`config.mk`:
```
export PLATFORM = sky130hd
export DESIGN_NAME = gpio_port_ctrl
export DESIGN_NICKNAME = d
export VERILOG_FILES = /design/src/rtl/gpio_pkg.sv /design/src/rtl/gpio_regs.sv /design/src/rtl/gpio_pad_drive.sv /design/src/rtl/gpio_edge_port.sv /design/src/rtl/gpio_port_ctrl.sv
export SDC_FILE = /design/constraint.sdc
export NUM_CORES = 1
export LEC_CHECK = 0
export BUFFER_PORTS_ARGS = -buffer_cell sky130_fd_sc_hd__buf_2
export CORE_UTILIZATION = 58
export DETAILED_ROUTE_END_ITERATION = 8
export HOLD_SLACK_MARGIN = 0.02
export PLACE_DENSITY = 0.84
export SETUP_SLACK_MARGIN = 0.2
export SYNTH_ARGS = -nofsm -noshare
export SYNTH_HDL_FRONTEND = slang
export SYNTH_SLANG_ARGS = --single-unit
```
`constraint.sdc`:
```
create_clock -name clk -period 2.18 [get_ports clk]
set_input_delay 0 -clock clk [delete_from_list [all_inputs] [get_ports clk]]
set_output_delay 0 -clock clk [all_outputs]
set_load 0.01 [all_outputs]
```
`src/rtl/gpio_pkg.sv`:
```
`timescale 1ns/1ps
package gpio_pkg;
    localparam int NUM_PORTS  = 4;
    localparam int PORT_WIDTH = 8;
    localparam int BUS_AW     = 4;

    typedef enum logic [1:0] {
        MODE_PULLUP   = 2'b00,
        MODE_PUSHPULL = 2'b01,
        MODE_OD_FALL  = 2'b10,
        MODE_OD_RISE  = 2'b11
    } drive_mode_e;

    function automatic drive_mode_e field_mode(input logic [1:0] f);
        return drive_mode_e'(f);
    endfunction
endpackage

```
`src/rtl/gpio_regs.sv`:
```
`timescale 1ns/1ps
module gpio_regs import gpio_pkg::*; #(
    parameter int NP = NUM_PORTS,
    parameter int PW = PORT_WIDTH,
    parameter int AW = BUS_AW
) (
    input  logic             clk,
    input  logic             rst,
    input  logic [AW-1:0]    bus_addr,
    input  logic             bus_wr,
    input  logic [PW-1:0]    bus_wdata,
    input  logic [NP*PW-1:0] pins_sync,
    output logic [PW-1:0]    bus_rdata,
    output logic [NP*PW-1:0] data_q,
    output logic [NP*PW-1:0] ie_q,
    output logic [2*NP-1:0]  cfg_q
);
    localparam int CFG_W = 2 * NP;
    localparam logic [AW-1:0] CFG_ADDR = AW'(2 * NP);

    always_ff @(posedge clk) begin
        if (rst) begin
            data_q <= '1;
            ie_q   <= '0;
            cfg_q  <= '0;
        end else if (bus_wr) begin
            for (int p = 0; p < NP; p++) begin
                if (bus_addr == AW'(p))      data_q[p*PW +: PW] <= bus_wdata;
                if (bus_addr == AW'(NP + p)) ie_q[p*PW +: PW]   <= bus_wdata;
            end
            if (bus_addr == CFG_ADDR) cfg_q <= bus_wdata[CFG_W-1:0];
        end
    end

    always_comb begin
        bus_rdata = '0;
        for (int p = 0; p < NP; p++)
            if (bus_addr == AW'(p)) bus_rdata = pins_sync[p*PW +: PW];
        if (bus_addr == CFG_ADDR) bus_rdata[CFG_W-1:0] = cfg_q;
    end

    assert_cfg_write_R4: assert property (@(posedge clk) disable iff (rst)
        (bus_wr && bus_addr == CFG_ADDR) |=> (cfg_q == $past(bus_wdata[CFG_W-1:0])));
endmodule

```
`src/rtl/gpio_pad_drive.sv`:
```
`timescale 1ns/1ps
module gpio_pad_drive import gpio_pkg::*; #(
    parameter int PW = PORT_WIDTH
) (
    input  drive_mode_e   mode,
    input  logic [PW-1:0] data,
    input  logic [PW-1:0] dir,
    output logic [PW-1:0] out,
    output logic [PW-1:0] oe,
    output logic [PW-1:0] pu
);
    always_comb begin
        out = data;
        case (mode)
            MODE_PULLUP: begin
                oe = ~data;
                pu = data;
            end
            MODE_PUSHPULL: begin
                oe = dir;
                pu = '0;
            end
            default: begin
                oe = ~data;
                pu = '0;
            end
        endcase
    end
endmodule

```
`src/rtl/gpio_edge_port.sv`:
```
`timescale 1ns/1ps
module gpio_edge_port import gpio_pkg::*; #(
    parameter int PW = PORT_WIDTH
) (
    input  logic          clk,
    input  logic          rst,
    input  logic [PW-1:0] pins,
    input  drive_mode_e   mode,
    input  logic [PW-1:0] ie,
    output logic [PW-1:0] level,
    output logic [PW-1:0] hit
);
    logic [PW-1:0] s1_q, s2_q, prev_q;
    logic [PW-1:0] rise, fall;

    always_ff @(posedge clk) begin
        if (rst) begin
            s1_q   <= '1;
            s2_q   <= '1;
            prev_q <= '1;
        end else begin
            s1_q   <= pins;
            s2_q   <= s1_q;
            prev_q <= s2_q;
        end
    end

    always_comb begin
        rise = s2_q & ~prev_q;
        fall = ~s2_q & prev_q;
        case (mode)
            MODE_OD_RISE:  hit = rise & ie;
            MODE_PUSHPULL: hit = '0;
            default:       hit = fall & ie;
        endcase
    end

    assign level = s2_q;
endmodule

```
`src/rtl/gpio_port_ctrl.sv`:
```
`timescale 1ns/1ps
module gpio_port_ctrl import gpio_pkg::*; #(
    parameter int N_PORTS = NUM_PORTS,
    parameter int PORT_W  = PORT_WIDTH,
    parameter int ADDR_W  = BUS_AW
) (
    input  logic                      clk,
    input  logic                      rst,
    input  logic [ADDR_W-1:0]         bus_addr,
    input  logic                      bus_wr,
    input  logic [PORT_W-1:0]         bus_wdata,
    output logic [PORT_W-1:0]         bus_rdata,
    input  logic [N_PORTS*PORT_W-1:0] pin_in,
    output logic [N_PORTS*PORT_W-1:0] pad_out,
    output logic [N_PORTS*PORT_W-1:0] pad_oe,
    output logic [N_PORTS*PORT_W-1:0] pad_pu,
    output logic                      irq
);
    localparam int PINS  = N_PORTS * PORT_W;
    localparam int CFG_W = 2 * N_PORTS;

    logic [PINS-1:0]  data_q, ie_q, level, hit;
    logic [CFG_W-1:0] cfg_q;
    logic             irq_q;

    gpio_regs #(.NP(N_PORTS), .PW(PORT_W), .AW(ADDR_W)) regs_i (
        .clk(clk), .rst(rst), .bus_addr(bus_addr), .bus_wr(bus_wr),
        .bus_wdata(bus_wdata), .pins_sync(level), .bus_rdata(bus_rdata),
        .data_q(data_q), .ie_q(ie_q), .cfg_q(cfg_q)
    );

    for (genvar p = 0; p < N_PORTS; p++) begin : g_port
        drive_mode_e mode_p;
        assign mode_p = field_mode(cfg_q[2*p +: 2]);

        gpio_pad_drive #(.PW(PORT_W)) drive_i (
            .mode(mode_p), .data(data_q[p*PORT_W +: PORT_W]),
            .dir(ie_q[p*PORT_W +: PORT_W]), .out(pad_out[p*PORT_W +: PORT_W]),
            .oe(pad_oe[p*PORT_W +: PORT_W]), .pu(pad_pu[p*PORT_W +: PORT_W])
        );

        gpio_edge_port #(.PW(PORT_W)) edge_i (
            .clk(clk), .rst(rst), .pins(pin_in[p*PORT_W +: PORT_W]),
            .mode(mode_p), .ie(ie_q[p*PORT_W +: PORT_W]),
            .level(level[p*PORT_W +: PORT_W]), .hit(hit[p*PORT_W +: PORT_W])
        );

        assert_res_pull_R5: assert property (@(posedge clk) disable iff (rst)
            (mode_p == MODE_PULLUP) |->
            ((pad_pu[p*PORT_W +: PORT_W] ^ pad_oe[p*PORT_W +: PORT_W]) == '1));

        assert_od_low_only_R7: assert property (@(posedge clk) disable iff (rst)
            (mode_p == MODE_OD_FALL || mode_p == MODE_OD_RISE) |->
            ((pad_oe[p*PORT_W +: PORT_W] & pad_out[p*PORT_W +: PORT_W]) == '0
             && pad_pu[p*PORT_W +: PORT_W] == '0));
    end

    always_ff @(posedge clk) begin
        if (rst) irq_q <= 1'b0;
        else     irq_q <= |hit;
    end
    assign irq = irq_q;

    assert_ie_read_R3: assert property (@(posedge clk) disable iff (rst)
        (bus_addr >= ADDR_W'(N_PORTS) && bus_addr < ADDR_W'(2 * N_PORTS)) |->
        (bus_rdata == '0));

    assert_irq_needs_enable_R11: assert property (@(posedge clk) disable iff (rst)
        irq |-> $past(|ie_q));

    assert_cmos_silent_R6: assert property (@(posedge clk) disable iff (rst)
        (cfg_q == {N_PORTS{2'b01}}) |=> !irq);
endmodule

```
==> results by group, run 1 <==
Status
  • Status: complete, but fails checks
  • Violated checks: DRC

Setup path
  • CP Max Fanout: 12
  • Slowest cell delay on critical path: 430 ps
  • Worst reg2reg path depth: 5
  • Worst setup path start: regs_i.cfg_q[6]
  • Capturing point of the worst reg2reg path: irq
  • WP data required: 2460 ps
  • Master of the slowest instance on the critical path: dfxtp_1
  • Critical Path Sink Type: flip-flop
  • Setup crit start kind: flip-flop
  • WP buf/inv: 0
  • Top delay family on crit path: compound AO/OA/AOI/OAI gates
  • R2R Setup Slk: 370 ps
  • Crit path DAT: 2090 ps
  • Crit Path Category: reg2reg
  • Crit Reg-Reg Startpoint: regs_i.cfg_q[6]
  • Crit-path cells: and2_2 -> o22ai_1 -> a22o_1 -> o31ai_1 -> a41oi_1

Hold path
  • Hold WC Path Type: in2reg
  • HP Start: bus_wdata[2]
  • Worst hold path endpoint: regs_i.cfg_q[2]
  • Hold depth: 3

Global route
  • Largest net degree at the start of global routing: 121
  • First-pass GRT wire length: 28,010 um
  • Vias in the first global route: 5,327
  • Grt ovf: 0
  • Initial antenna violation count: 0
  • Tot GR Track Use: 29.31%

Finish
  • Layout Utilization: 75.40%
  • Multi-input logic area: 0.003309 mm2
  • Share of layout cells above drive strength 1: 32.70%
  • Filler cells: 827
  • # diodes: 0
  • Final nets: 937
  • Register area: 0.003383 mm2
  • Area growth syn-to-layout: 25.57%

Clock network
  • Worst-Skew Late Latency: 420 ps
  • Clock slew at reported path FFs: 60 ps
  • Max clock buf depth: 2
  • Sink Count: 169
  • CTS buffer count: 17
  • Post-CTS setup buffers: 0
  • H-Tree Level Count: 4
  • CTS Root Cell: clkbuf_16
  • CTS tree: done

Floorplan
  • Die height: 111.2 um
  • Ports: 152
  • Rows: 39
  • Starting Density: 60.05%
  • Die Width: 111.2 um
  • CORE AREA: 0.01152 mm2
  • Die Area: 0.01236 mm2

Timing
  • Post-layout min period: 1813 ps
  • Clock Skew: 7.667 ps
  • RSZ-0062 raised after global routing: false
  • Setup tns final: 0 ps
  • Max Clock Freq: 0.5515 GHz
  • Worst slew margin: 38.40%
  • Least-Margin Pin Slew: 924.0 ps
  • Pins over their slew limit: 0
  • Final Hold Vio Count: 0
  • Final setup fails: 0
  • Final period util: 83.18%

Yosys
  • Seq/Total Area, Yosys: 48.92%
  • YS warnings: 0
  • Cells after synthesis: 723
  • Syn Area/Cell: 9.565 um2
  • Cell area after synthesis: 0.006915 mm2
  • Synthesized flop and latch total: 169
  • Library cells used by synthesis: 31
  • Post-synth net total: 770

Detailed routing
  • Avg Vias per Cell: 5.543
  • Vias post-DR: 5,776
  • Avg WL per Cell: 16.98 um
  • Final ANT Viol Nets: 0
  • Drt total wl: 17,690 um
  • Drt drc: 30
  • Drt first pass iters: 7
  • Drt first-iter violations: 420

Place
  • Routability Congestion: 0.8822
  • Port buffer count: 151
  • HPWL after detailed placement: 11,570 um

Pwr
  • Cell Pwr Density: 773.6 mW/mm2
  • Worst vdd ir: 0.0006058 V
  • Leak Pwr: 3.423 nW

Job
  • Max cap viols: 0
worst reg2reg max path, cell delays in order, from the launching register on:
cell,delay [ps]
dfxtp_1,430
and2_2,320
o22ai_1,110
a22o_1,240
o31ai_1,420
a41oi_1,170
cell usage in the layout (no fill, tap or decap), types with 3 or more instances in the layout:
cell           count
dfxtp_1          169
nor2b_1           32
nand3_1            8
nand3b_1           7
or2_2             96
nand4_1            4
nand2_1           29
a22o_1            15
buf_4              4
clkbuf_16         17
o22ai_1            8
a21oi_1           40
buf_2            150
mux4_2             8
mux2i_1           32
and2_1            35
nor2_1            68
o21ai_0           24
nand2b_1          12
a211o_1           32
nor3b_1           38
o31ai_1            4
dlygate4sd3_1     44
bufinv_16          3
cell families after synthesis:
logic type             after synthesis  share of synthesized area, %
muxes                               40                         7.237
DFF                                169                         48.92
and+or+nand+nor                    339                         28.73
AOI/OAI and AO/OA                  124                         11.87
buffers and inverters               51                         3.239
what timing repair did:
action / 4_1_cts / 5_1_grt
resized for setup: 0 / 1
endpoints found under the setup margin: 0 / 1
hold endpoints to repair: 58 / 0
hold buffers: 44 / 0
routing by layer:
layer	GRT usage [%]	routed length, um	up-vias
met5	0	0	-
met4	12.25	450	0
li1	-	-	2793
met1	38.96	7796	2716
met2	47.92	8398	233
met3	4.101	1049	34
power breakdown:
part           internal [mW]  total [mW]  switching, mW
clock                   1.80        2.93           1.13
sequential              3.18        3.25         0.0675
combinational          0.269       0.534          0.265
synthesized netlist by cell type:
master | count | area (um2)
nand2_1 | 29 | 108.9
nor3b_1 | 38 | 285.3
nand2_4 | 1 | 11.26
a211o_1 | 32 | 280.3
or3_1 | 1 | 6.260
buf_6 | 1 | 11.26
buf_4 | 2 | 15.01
nor4b_4 | 1 | 23.77
o31ai_1 | 4 | 30.03
clkbuf_1 | 34 | 127.6
nor2_2 | 2 | 12.51
nand2b_1 | 12 | 75.07
or2_2 | 96 | 600.6
a22o_1 | 15 | 131.4
nand3_1 | 8 | 40.04
and2_1 | 36 | 225.2
o21ai_0 | 24 | 120.1
a21oi_1 | 40 | 200.2
nor3b_4 | 2 | 37.54
nor2_1 | 68 | 255.2
mux4_2 | 8 | 180.2
nor2b_1 | 32 | 200.2
dfxtp_1 | 169 | 3383
nor2_4 | 1 | 11.26
nor3_4 | 1 | 16.27
a41oi_1 | 1 | 8.760
mux2i_1 | 32 | 320.3
nand4_1 | 4 | 25.02
buf_2 | 14 | 70.07
o22ai_1 | 8 | 50.05
nand3b_1 | 7 | 52.55
cell type report:
type / count / share of cell area [%]
Sequential cell: 169 / 38.96
Multi-Input combinational cell: 503 / 38.11
Timing Repair Buffer: 199 / 14.29
Clock buffer: 20 / 5.144
Tap cell: 143 / 2.061
Clock inverter: 8 / 1.427
flip-flops by register name, summed over array words and instances, names as in the netlist:
| register | flops |
|---|---|
| g_port.edge_i.prev_q | 32 |
| regs_i.data_q | 32 |
| regs_i.ie_q | 32 |
| irq | 1 |
| g_port.edge_i.level | 32 |
| regs_i.cfg_q | 8 |
| g_port.edge_i.s1_q | 32 |
worst max path at each step:
stage | to | cells past startpoint | slack, ps
2_1_floorplan | irq | 6 | 700
5_1_grt | pad_oe[1] | 4 | 260
6_report | irq | 5 | 370
3_5_place_dp | irq | 5 | 290
4_1_cts | irq | 5 | 280
3_3_place_gp | irq | 5 | 390
metrics by stage:
step	cell area [um2]	hold slack, ps	setup WS [ps]	std cells	total power [mW]
after detailed placement	7671	183.6	288.1	970	3.785
after global placement	7671	182.0	395.0	970	3.771
after CTS	8682	24.03	281.3	1042	6.748
after global routing	8683	40.72	259.0	1042	6.953
final	8683	31.48	366.7	1042	6.717
after floorplan	6915	103.8	697.9	723	3.599
Power figures use the tool's default switching activity.
==> run 2, diff against run 1 <==
Settings changed: CORE_UTILIZATION 58 to 49, PLACE_DENSITY 0.84 to 0.76.
Clock period 2.18 ns to 1.52 ns, I/O delays scaled along.
==> run 2 against run 1 <==
  * The run ends with setup timing left
  * Clock power rose by 48%
  * First-iteration DRC count rose by 12%
  * Register-to-register slack got worse by 350 ps
  * Final area rose by 15%
  * Critical path type is now reg2out
  * Non-clock buffer count rose by 58
  * Critical endpoint is now bus_rdata[6]
==> results by group, run 2 (synthesis results as in run 1) <==
Status
  • Status: complete, but fails checks (unchanged)
  • Violated checks: setup timing (was DRC)

Place
  • Placed Cells: 1,038 (was 970)
  • Routability Congestion: 0.9259 (was 0.8822)
  • HPWL after detailed placement: 11,700 um (was 11,570 um)
  • Port buffer count: 151 (unchanged)

Setup path
  • CP Max Fanout: 2 (was 12)
  • Critical Path Sink Type: output pin (was flip-flop)
  • Crit Path Category: reg2out (was reg2reg)
  • Worst reg2reg path depth: 6 (was 5)
  • Setup crit start kind: flip-flop (unchanged)
  • Crit path DAT: 1680 ps (was 2090 ps)
  • WP data required: 1520 ps (was 2460 ps)

Clock network
  • Max clock buf depth: 2 (unchanged)
  • CTS tree: done (unchanged)
  • Clock slew at reported path FFs: 60 ps (about the same)
  • CTS Root Cell: clkbuf_16 (unchanged)
  • H-Tree Level Count: 4 (unchanged)
  • Sink Count: 169 (unchanged)
  • Worst-Skew Late Latency: 420 ps (about the same)
  • CTS buffer count: 17 (unchanged)

Detailed routing
  • Drt first-iter violations: 469 (was 420)
  • Avg WL per Cell: 16.70 um (was 16.98 um)
  • Vias post-DR: 6,092 (was 5,776)
  • Avg Vias per Cell: 5.330 (was 5.543)
  • Drt drc: 0 (was 30)
  • Final ANT Viol Nets: 0 (unchanged)
  • Drt first pass iters: 5 (was 7)
  • Drt total wl: 19,090 um (was 17,690 um)

Global route
  • Grt ovf: 0 (unchanged)
  • Largest net degree at the start of global routing: 52 (was 121)
  • First-pass GRT wire length: 28,840 um (was 28,010 um)
  • Tot GR Track Use: 25.90% (was 29.31%)
  • Vias in the first global route: 5,560 (was 5,327)
  • Initial antenna violation count: 0 (unchanged)

Floorplan
  • Die Width: 120.8 um (was 111.2 um)
  • Starting Density: 50.01% (was 60.05%)
  • Rows: 43 (was 39)
  • Die height: 120.8 um (was 111.2 um)
  • CORE AREA: 0.01383 mm2 (was 0.01152 mm2)
  • Ports: 152 (unchanged)
  • Die Area: 0.01459 mm2 (was 0.01236 mm2)

Finish
  • Most common cell after layout, fill and taps aside: dfxtp_1 (unchanged)
  • # diodes: 0 (unchanged)
  • Filler cells: 941 (was 827)
  • Area growth syn-to-layout: 44.45% (was 25.57%)
  • Commonest non-fill, non-tap cells in the layout: 148 x dfxtp_1, 140 x buf_2, 96 x or2_2 (was 169 x dfxtp_1, 150 x buf_2, 96 x or2_2)
  • Layout Utilization: 72.25% (was 75.40%)
  • Final nets: 998 (was 937)
  • Fin cells: 1,143 (was 1,042)
  • Share of layout cells above drive strength 1: 49.22% (was 32.70%)

Pwr
  • Logic pwr share: 9.2% (was 8.0%)
  • Switch share: 22.14% (was 21.73%)
  • Leak Pwr: 3.908 nW (was 3.423 nW)
  • Total internal power: 7.719 mW (was 5.257 mW)
  • Worst vdd ir: 0.0007468 V (was 0.0006058 V)
  • Clock network fraction of total power: 43.8% (was 43.6%)
  • Cell Pwr Density: 992.5 mW/mm2 (was 773.6 mW/mm2)
  • Sequential fraction of design power: 47.0% (was 48.4%)
  • Total net switching power: 2.195 mW (was 1.460 mW)

Timing
  • Clock Skew: 6.211 ps (was 7.667 ps)
  • Final setup fails: 8 (was 0)
  • Final Hold Vio Count: 0 (unchanged)
  • RSZ-0062 raised after global routing: true (was false)
  • Pins over their slew limit: 0 (unchanged)
  • Final period util: 110.8%
  • Post-route setup slack: -163.7 ps (was 366.7 ps)
  • Max Clock Freq: 0.5939 GHz
  • Post-layout min period: 1684 ps
  • Least-Margin Pin Slew: 612.3 ps (was 924.0 ps)
  • Hold slack: 56.83 ps (was 31.48 ps)
  • Worst slew margin: 59.05% (was 38.40%)

Job
  • Max cap viols: 0 (unchanged)

Hold path
  • Hold WC Path Type: in2reg (unchanged)
  • Hold depth: 4 (was 3)
==> run 2: through the flow <==
step	TNS (ps)	setup slack, ps	cell area, um2	power [mW]
global placement	0	33.85	8023	5.459
CTS	-1274	-189.4	9798	9.924
detailed placement	-19.80	-19.80	8023	5.466
global route	-1809	-213.3	9990	10.25
finish	-1095	-163.7	9990	9.915
floorplan	0	162.5	6963	5.163
==> run 2: per-layer routing <==
| layer | up-vias | part of all wire, % | global-route usage [%] | wire [um] |
|---|---|---|---|---|
| met5 | - | 0 | 0 | 0 |
| met4 | 0 | 2.3 | 10.96 | 444 |
| met3 | 34 | 6.2 | 4.811 | 1183 |
| met2 | 268 | 49 | 42.89 | 9325 |
| met1 | 2865 | 43 | 33.05 | 8136 |
| li1 | 2925 | - | - | - |
==> run 2: final timing paths <==
check / start / end / slack, ps
setup / recovery: g_port[0].edge_i.level[6] / bus_rdata[6] / -160
hold / removal: bus_wr / regs_i.cfg_q[2] / 60
setup reg to reg: regs_i.cfg_q[6] / irq / 20
hold reg to reg: g_port[2].edge_i.s1_q[3] / g_port[2].edge_i.level[3] / 400
==> run 2: critical path, cell delays in order, from the launching register on <==
cell and delay (ps):
dfxtp_2 330, buf_6 120, mux4_2 440, a22o_1 240, buf_2 140
==> run 2: layout make-up <==
type	count	area, um2	area share (%)
Clock buffer	21	460.4	4.609
Clock inverter	10	145.1	1.453
Multi-Input combinational cell	506	3821	38.25
Sequential cell	169	3420	34.23
Tap cell	180	225.2	2.255
Timing Repair Buffer	257	1918	19.20
==> run 2: timing repair <==
| item | 4_1_cts | 5_1_grt |
|---|---|---|
| hold buffers | 42 | 0 |
| pin swaps | 55 | 38 |
| setup endpoints to repair | 73 | 68 |
| cloned | 6 | 1 |
| endpoints found under the hold margin | 73 | 0 |
| buffers inserted | 24 | 1 |
| gates resized for setup | 155 | 48 |
==> run 2: power groups by stage <==
stage	logic [mW]	registers [mW]	clock network [mW]
5_1_grt	0.980	4.67	4.60
2_1_floorplan	0.437	4.73	0
6_report	0.910	4.66	4.34
4_1_cts	0.864	4.66	4.40
3_5_place_dp	0.715	4.75	0
3_3_place_gp	0.710	4.75	0
==> run 3, diff against run 2 <==
Settings changed: PLACE_DENSITY 0.76 to unset, PLACE_DENSITY_LB_ADDON set to 0.2.
==> run 3 against run 2 <==
  * The run still ends with setup timing left
  * Routed wire length is 1.3% lower
  * Die area stayed put
  * First-iteration DRC count is 9.6% lower
  * Global-route usage grew 0.79 points
  * Combinational power grew 2.2%
  * Power shrank 1.9%
==> results by group, run 3 (synthesis results as in run 1) <==
Pwr
  • Cell Pwr Density: 968.7 mW/mm2 (was 992.5 mW/mm2)
  • Leak Pwr: 3.949 nW (was 3.908 nW)
  • Worst vdd ir: 0.0007194 V (was 0.0007468 V)
  • Pwr Total: 9.728 mW (was 9.915 mW)

Finish
  • Layout Utilization: 72.63% (was 72.25%)
  • Filler cells: 972 (was 941)
  • Final instance area: 0.01004 mm2 (was 0.009990 mm2)
  • Area growth syn-to-layout: 45.21% (was 44.45%)
  • Share of layout cells above drive strength 1: 50.52% (was 49.22%)
  • Final nets: 994 (was 998)
  • Fin cells: 1,140 (was 1,143)
  • # diodes: 0 (unchanged)
  • Most common cell after layout, fill and taps aside: dfxtp_1 (unchanged)
  • Commonest non-fill, non-tap cells in the layout: 143 x dfxtp_1, 132 x buf_2, 96 x or2_2 (was 148 x dfxtp_1, 140 x buf_2, 96 x or2_2)

Job
  • Max cap viols: 0 (unchanged)

Place
  • Routability Congestion: 0.8698 (was 0.9259)
  • HPWL after detailed placement: 12,460 um (was 11,700 um)
  • Port buffer count: 151 (unchanged)
  • Placed Cells: 1,039 (was 1,038)
  • Area after DPL: 0.008055 mm2 (was 0.008023 mm2)

Timing
  • RSZ-0062 raised after global routing: true (unchanged)
  • Clock Skew: 6.494 ps (was 6.211 ps)
  • Worst slew margin: 57.40% (was 59.05%)
  • Setup tns final: -967.5 ps (was -1095 ps)
  • Final setup fails: 10 (was 8)
  • Post-route setup slack: -154.1 ps (was -163.7 ps)
  • Post-layout min period: 1674 ps (was 1684 ps)
  • Pins over their slew limit: 0 (unchanged)
  • Final period util: 110.1% (was 110.8%)
  • Least-Margin Pin Slew: 636.9 ps (was 612.3 ps)
  • Max Clock Freq: 0.5973 GHz (was 0.5939 GHz)
  • Final Hold Vio Count: 0 (unchanged)

Detailed routing
  • Final ANT Viol Nets: 0 (unchanged)
  • Drt drc: 0 (unchanged)
  • Avg Vias per Cell: 5.266 (was 5.330)
  • Drt first pass iters: 4 (was 5)
  • Vias post-DR: 6,003 (was 6,092)
  • Avg WL per Cell: 16.53 um (was 16.70 um)
  • Drt first-iter violations: 424 (was 469)
  • Drt total wl: 18,850 um (was 19,090 um)

Global route
  • Vias in the first global route: 5,580 (was 5,560)
  • First-pass GRT wire length: 29,520 um (was 28,840 um)
  • Initial antenna violation count: 0 (unchanged)
  • Grt ovf: 0 (unchanged)
  • Largest net degree at the start of global routing: 62 (was 52)
  • Tot GR Track Use: 26.70% (was 25.90%)

Status
  • Violated checks: setup timing (unchanged)
  • Status: complete, but fails checks (unchanged)

Clock network
  • Max clock buf depth: 2 (unchanged)
  • Clock slew at reported path FFs: 60 ps (about the same)
  • CTS Root Cell: clkbuf_16 (unchanged)
  • CTS tree: done (unchanged)
  • H-Tree Level Count: 4 (unchanged)
  • Sink Count: 169 (unchanged)
  • Worst-Skew Late Latency: 420 ps (about the same)
  • CTS buffer count: 17 (unchanged)

Floorplan
  • Die height: 120.8 um (unchanged)
  • Die Area: 0.01459 mm2 (unchanged)
  • Die Width: 120.8 um (unchanged)
  • CORE AREA: 0.01383 mm2 (unchanged)
  • Starting Density: 50.01% (unchanged)
  • Ports: 152 (unchanged)
  • Rows: 43 (unchanged)

Setup path
  • Crit Path Category: reg2out (unchanged)
  • Crit path DAT: 1670 ps (was 1680 ps)
  • WP data required: 1520 ps (about the same)
  • Critical Path Sink Type: output pin (unchanged)
  • CP Max Fanout: 2 (unchanged)
  • Setup crit start kind: flip-flop (unchanged)

Hold path
  • Hold WC Path Type: in2reg (unchanged)
[run 3: area by class of cell]
class	count	area, um2	area share, %
repair buffers	255	1973	19.65
clock inverters	10	120.1	1.196
well taps	180	225.2	2.243
clock buffers	22	444.2	4.423
multi-input cells	504	3854	38.38
flip-flops and latches	169	3426	34.11
[run 3: worst paths after layout]
kind                                           startpoint                         to  slack [ps]  depth (start not counted)
worst max-delay path            g_port[0].edge_i.level[7]               bus_rdata[7]        -150                          4
worst min-delay path                                  rst             regs_i.ie_q[4]          40                          2
worst max register to register            regs_i.cfg_q[0]                        irq          10                          7
worst min register to register   g_port[1].edge_i.s1_q[4]  g_port[1].edge_i.level[4]         400                          1
[run 3: stage by stage]
| step | hold slack (ps) | setup slack, ps |
|---|---|---|
| 4_1_cts | 29.95 | -189.9 |
| 2_1_floorplan | 103.8 | 162.5 |
| 3_3_place_gp | 182.4 | -51.02 |
| 5_1_grt | 72.68 | -221.6 |
| 3_5_place_dp | 184.4 | -76.87 |
| 6_report | 35.32 | -154.1 |
[run 3: power by group]
| part | leakage [nW] | switching, mW | total (mW) | internal [mW] |
|---|---|---|---|---|
| sequential | 1.38 | 0.100 | 4.66 | 4.56 |
| clock | 0.269 | 1.71 | 4.13 | 2.43 |
| combinational | 2.30 | 0.421 | 0.930 | 0.509 |
[run 3: repair_timing]
item	in CTS	in global routing
pin swaps	48	41
gates cloned	6	0
setup buffers	19	3
hold endpoints to repair	48	0
hold buffers	41	0
setup endpoints to repair	73	73
gates resized for setup	177	51
[run 3: critical path, cell delays in order, from the launching register on]
cell and delay [ps]:
dfxtp_2 330, buf_6 110, mux4_2 450, a22o_1 220, buf_2 140
[run 3: per-layer routing]
metal  vias up  share of wire (%)  wire length [um]  global-route usage, %
met5         -                  0                 0                      0
met4         0                2.5               476                  10.96
met3        31                5.2               988                  5.472
met2       202                 47              8796                  42.03
met1      2858                 46              8587                  35.72
li1       2912                  -                 -                      -
